<file path="src/rtl/modclk_pkg.sv">
// Package: field positions and the active-settings type shared by the
// clock divider blocks. Assumes a 32-bit configuration word.
package modclk_pkg;
    localparam int EN_BIT  = 31;
    localparam int SEL_LSB = 24;
    localparam int SEL_MAX = 4;
    localparam int P_LSB   = 16;
    localparam int P_W     = 2;
    localparam int M_LSB   = 0;
    localparam int M_W     = 4;
    // prescaler count reaches 2^(2^P_W - 1) - 1
    localparam int PC_W    = (1 << P_W) - 1;

    typedef struct packed {
        logic               en;
        logic [SEL_MAX-1:0] sel;
        logic [P_W-1:0]     p;
        logic [M_W-1:0]     m;
    } act_t;
endpackage

</file>
<file path="src/rtl/modclk_regs.sv">
// Configuration word and active-settings register.
// Holds the software-visible word (undefined bits forced to zero) and a
// second copy of the divider settings. That copy reloads only while
// disabled or when the divider fires. Assumes SEL_W <= SEL_MAX.
module modclk_regs
    import modclk_pkg::*;
#(
    parameter int SEL_W = 2
) (
    input  logic        clk,
    input  logic        rst_n,
    input  logic        we,
    input  logic [31:0] wdata,
    input  logic        fire,
    output logic [31:0] rdata,
    output act_t        act
);
    localparam logic [31:0] MASK = (32'h1 << EN_BIT)
                                 | (((32'h1 << SEL_W) - 32'h1) << SEL_LSB)
                                 | (((32'h1 << P_W) - 32'h1) << P_LSB)
                                 | (((32'h1 << M_W) - 32'h1) << M_LSB);

    logic [31:0] cfg_q;
    act_t        act_q;

    // software word: capture masked write data
    always_ff @(posedge clk) begin
        if (!rst_n)
            cfg_q <= '0;
        else if (we)
            cfg_q <= wdata & MASK;
    end

    // active settings: enable tracks the word, fields reload at a boundary
    always_ff @(posedge clk) begin
        if (!rst_n) begin
            act_q <= '0;
        end else begin
            act_q.en <= cfg_q[EN_BIT];
            if (!act_q.en || fire) begin
                act_q.sel <= SEL_MAX'(cfg_q[SEL_LSB +: SEL_W]);
                act_q.p   <= cfg_q[P_LSB +: P_W];
                act_q.m   <= cfg_q[M_LSB +: M_W];
            end
        end
    end

    assign rdata = cfg_q;
    assign act   = act_q;
endmodule

</file>
<file path="src/rtl/modclk_srcmux.sv">
// Source strobe selector: passes the strobe whose index equals sel.
// Assumes sel values beyond N_SRC-1 never occur (masked upstream).
module modclk_srcmux
    import modclk_pkg::*;
#(
    parameter int N_SRC = 4
) (
    input  logic [N_SRC-1:0]   src_tick,
    input  logic [SEL_MAX-1:0] sel,
    output logic               tick
);
    logic [N_SRC-1:0] hit;

    for (genvar g = 0; g < N_SRC; g++) begin : g_src
        assign hit[g] = src_tick[g] && (sel == SEL_MAX'(g));
    end

    // one-hot select collapses to a single strobe
    assign tick = |hit;
endmodule

</file>
<file path="src/rtl/modclk_div.sv">
// Two-stage divider: a 2^P prescaler counter, then a (M+1) counter.
// fire marks the strobe that completes an output period; out_q is that
// strobe registered. Both counters clear whenever en is low.
module modclk_div
    import modclk_pkg::*;
(
    input  logic           clk,
    input  logic           rst_n,
    input  logic           en,
    input  logic           tick,
    input  logic [P_W-1:0] p,
    input  logic [M_W-1:0] m,
    output logic           fire,
    output logic [M_W-1:0] div_cnt,
    output logic           out_q
);
    logic [PC_W-1:0] pre_cnt;
    logic [PC_W-1:0] pre_lim;
    logic [M_W-1:0]  div_q;
    logic            pre_last;
    logic            div_last;

    // prescaler terminal count from the exponent
    always_comb begin
        pre_lim  = PC_W'((32'd1 << p) - 32'd1);
        pre_last = (pre_cnt == pre_lim);
        div_last = (div_q == m);
        fire     = en && tick && pre_last && div_last;
    end

    // prescaler counter advances on each selected strobe
    always_ff @(posedge clk) begin
        if (!rst_n || !en)
            pre_cnt <= '0;
        else if (tick)
            pre_cnt <= pre_last ? '0 : pre_cnt + PC_W'(1);
    end

    // linear counter advances on each prescaler wrap
    always_ff @(posedge clk) begin
        if (!rst_n || !en)
            div_q <= '0;
        else if (tick && pre_last)
            div_q <= div_last ? '0 : div_q + M_W'(1);
    end

    // output strobe register
    always_ff @(posedge clk) begin
        if (!rst_n)
            out_q <= 1'b0;
        else
            out_q <= fire;
    end

    assign div_cnt = div_q;
endmodule

</file>
<file path="src/rtl/modclk_gen.sv">
// Peripheral clock divider top. Selects one of 2^SEL_W source strobes,
// divides by 2^P then by M+1, and gates the result with the enable bit.
// Single clock domain; sources are enable strobes, not clocks.
module modclk_gen
    import modclk_pkg::*;
#(
    parameter  int SEL_W = 2,
    localparam int N_SRC = 1 << SEL_W
) (
    input  logic             clk,
    input  logic             rst_n,
    input  logic             cfg_we,
    input  logic [31:0]      cfg_wdata,
    output logic [31:0]      cfg_rdata,
    input  logic [N_SRC-1:0] src_tick,
    output logic             clk_out
);
    act_t           act_q;
    logic           fire;
    logic           sel_tick;
    logic [M_W-1:0] div_cnt;

    modclk_regs #(.SEL_W(SEL_W)) u_regs (
        .clk   (clk),
        .rst_n (rst_n),
        .we    (cfg_we),
        .wdata (cfg_wdata),
        .fire  (fire),
        .rdata (cfg_rdata),
        .act   (act_q)
    );

    modclk_srcmux #(.N_SRC(N_SRC)) u_mux (
        .src_tick (src_tick),
        .sel      (act_q.sel),
        .tick     (sel_tick)
    );

    modclk_div u_div (
        .clk     (clk),
        .rst_n   (rst_n),
        .en      (act_q.en),
        .tick    (sel_tick),
        .p       (act_q.p),
        .m       (act_q.m),
        .fire    (fire),
        .div_cnt (div_cnt),
        .out_q   (clk_out)
    );
endmodule

</file>
<file path="config.mk">
export PLATFORM = sky130hd
export DESIGN_NAME = modclk_gen
export DESIGN_NICKNAME = d
export VERILOG_FILES = /design/src/rtl/modclk_pkg.sv /design/src/rtl/modclk_regs.sv /design/src/rtl/modclk_srcmux.sv /design/src/rtl/modclk_div.sv /design/src/rtl/modclk_gen.sv
export SDC_FILE = /design/constraint.sdc
export NUM_CORES = 1
export LEC_CHECK = 0
export ABC_AREA = 1
export CORE_ASPECT_RATIO = 2
export CORE_UTILIZATION = 30
export CTS_BUF_LIST = sky130_fd_sc_hd__clkbuf_8
export DETAILED_ROUTE_END_ITERATION = 10
export PLACE_DENSITY = 0.68
export SYNTH_ARGS = -nofsm -noshare
export SYNTH_HDL_FRONTEND = slang
export SYNTH_SLANG_ARGS = --single-unit
export TNS_END_PERCENT = 30
</file>
<file path="constraint.sdc">
create_clock -name clk -period 1.6 [get_ports clk]
set_clock_uncertainty 0.1 [all_clocks]
set_input_delay 0.32 -clock clk [delete_from_list [all_inputs] [get_ports clk]]
set_output_delay 0.32 -clock clk [all_outputs]
set_load 0.005 [all_outputs]
</file>
==> key figures <==
Worst setup path
  • Max stage delay cell, worst path: clkdlybuf4s50_1
  • WP data required: 1.18 ns
  • Critical path buffers and inverters: 1
  • R2R Setup Slk: 0.13 ns
  • Largest stage delay on the critical path: 0.50 ns
  • WP data arrival: 1.14 ns
  • Startpoint types: flop
  • Critical path, cell by cell: clkdlybuf4s50_1
  • Kind of critical path: reg -> out
  • Worst setup EP type: output port
  • Family with the most delay on the worst path: buffers and inverters
  • CP max FO: 3

Logic synthesis
  • Mapped Cells: 196
  • Synth unique cells: 25
  • Seq/Total Area, Yosys: 35.9%
  • Leading area contributor after synthesis: dfxtp_1
  • Mapped Avg Cell Area: 7.41 um2
  • Synth area leaders: dfxtp_1 (36%), buf_4 (12%), nand2_1 (10%), nor2_1 (8.0%), a21oi_2 (5.4%)
  • FF+latch count, synth: 26
  • Share of the synthesized area in the top cell type: 35.9%
  • Synth Cell Area: 1450 um2
  • YS warnings: 0

GRT
  • Number of global-route vias before repair: 1113
  • Largest net degree at the start of global routing: 19
  • Gr usage total: 11.4%
  • First-pass GRT wire length: 4550 um
  • GRT overflow: 0
  • Initial antenna violation count: 0

Finish
  • Post-Layout Cell Count: 281
  • Layout cell share with drive strength beyond 1: 17.3%
  • # diodes: 0
  • Commonest non-fill, non-tap cell in the layout: nand2_1
  • Nets: 269
  • Fin area: 1760 um2
  • Commonest cells after routing, fill and taps aside: nand2_1 (40), nor2_1 (31), clkdlybuf4s50_1 (25)
  • Area delta synth->final: 21.6%

Floorplan
  • Die X: 51.2 um
  • Core area: 4640 um2
  • I/O Pins: 72
  • Die Y: 100 um
  • Die area: 5140 um2
  • Starting Density: 31.3%
  • Cell Rows: 35

CTS
  • Clk sinks: 26
  • CTS tree: yes
  • Root Buffer: clkbuf_8
  • Cts-stage hold buffer count: 0
  • CTS Buffer Depth: 2
  • CTS H-tree lvls: 1
  • CTS Buf Count: 3
  • Skew-Pair Late Insertion Delay: 0.27 ns
  • Clk slew on worst S/H paths: 0.09 ns
  • Post-CTS setup buffer count: 0

STA
  • Fmax: 643 MHz
  • Final worst-path setup slack: 0.0443 ns
  • Min Clock Period, post-route: 1.56 ns
  • Unrepaired setup endpoints after global routing: yes
  • Hold slack: 0.344 ns
  • Final Cycle Share: 97.2%
  • Final Slew Violations: 0
  • Final setup vio count: 0
  • Final Hold Fails: 0

Placement
  • Detail Placement HPWL: 2060 um
  • DP Area: 1690 um2
  • Number of buffers added on ports: 25
  • GPL Wtd Cong: 0.702
  • Pre-CTS WS: -0.204 ns
  • Placed cells: 277

Drt
  • DRT Pass-1 Iters: 4
  • Final wirelength: 2740 um
  • DR vias: 1234
  • Initial DRC Count: 12
  • Routed Antenna Nets: 0
  • DR DRC count: 0
  • Vias per cell: 4.39
  • Drt wl/cell: 9.74 um

Outcome
  • Outcome: finished clean

Power and ir drop
  • P_leak: 0.773 nW
  • Worst IR drop on VDD: 0.616 mV
  • Internal Pwr Total: 0.997 mW
  • Sw frac: 29.0%
  • Gate power share: 23.0%
  • Clock power share: 26.4%
  • Sequential power share: 50.6%
  • PD cells: 795 nW/um2
  • P_sw: 0.407 mW

Run
  • Max Cap Viol: 0

Hold path
  • Hold Crit Class: reg -> reg
-- flip-flops by register name, summed over array words and instances (netlist names) --
register and flops:
u_regs.act 9, u_div.div_cnt 4, u_regs.rdata 9, u_div.out_q 1
u_div.pre_cnt 3
-- power by group through the flow --
| stage | Sequential (mW) | Clock, mW | Combinational (mW) |
|---|---|---|---|
| 2_1_floorplan | 0.718 | 0 | 0.250 |
| 3_3_place_gp | 0.720 | 0 | 0.305 |
| 3_5_place_dp | 0.721 | 0 | 0.307 |
| 4_1_cts | 0.707 | 0.379 | 0.309 |
| 5_1_grt | 0.714 | 0.400 | 0.366 |
| 6_report | 0.710 | 0.370 | 0.323 |
-- per-stage QoR --
stage	setup TNS [ns]	power, mW	utilization, %
3_3_place_gp	-2.31	1.02	36.5
2_1_floorplan	0	0.968	-
6_report	0	1.40	38.0
5_1_grt	-0.0339	1.48	38.0
3_5_place_dp	-2.48	1.03	36.5
4_1_cts	0	1.40	37.4
-- timing repair --
item                       in CTS  in global routing
pin swaps                       0                  1
setup endpoints to repair       2                 15
gates resized for setup         2                  9
cloned                          0                  1
hold endpoints to repair        0                  0
-- final timing paths --
check	cells past startpoint	end	startpoint
max	1	cfg_rdata[16]	u_regs.rdata[16]$_SDFFE_PN0P_
min	2	u_regs.act[10]$_SDFF_PN0_	u_regs.rdata[31]$_SDFFE_PN0P_
max reg2reg	9	u_div.div_cnt[0]$_SDFFE_PP0P_	u_div.pre_cnt[1]$_SDFFE_PP0N_
min reg2reg	2	u_regs.act[10]$_SDFF_PN0_	u_regs.rdata[31]$_SDFFE_PN0P_
-- cell type report --
cell class / count / area (um2)
fill: 501 / 2880
multi-input combinational: 144 / 736
sequential: 26 / 533
timing repair buffer: 33 / 310
inverter: 20 / 75.1
tap: 55 / 68.8
clock buffer: 3 / 41.3
-- synth_stat cells (all sizes together) --
cell and count:
inv 19, buf 26, clkbuf 3, o21ai 12, nand3 13, ha 2, xor2 4, nor2 33
nand4 2, nand2 40, a21oi 12, clkinv 1, xnor2 2, dfxtp 26, conb 1
-- kinds of logic (layout without fill, tap and decap cells) --
logic type,count (synthesis),after routing,synth area share (%)
other cells,1,23,0.258
fa+ha+maj,2,2,1.72
buf+inv,49,56,20.3
simple gates,88,89,26.8
compound gates,24,24,11.4
xor+xnor,6,6,3.62
flops,26,26,35.9
-- routing by layer --
| metal | GRT usage [%] | wire, um | up-vias | part of all wire, % |
|---|---|---|---|---|
| li1 | - | - | 626 | - |
| met1 | 10.7 | 978 | 558 | 36 |
| met2 | 22.9 | 1550 | 42 | 57 |
| met3 | 1.36 | 111 | 8 | 4.1 |
| met4 | 5.34 | 100 | 0 | 3.7 |
| met5 | 0 | 0 | - | 0 |
(Power assumes the default switching activity.)
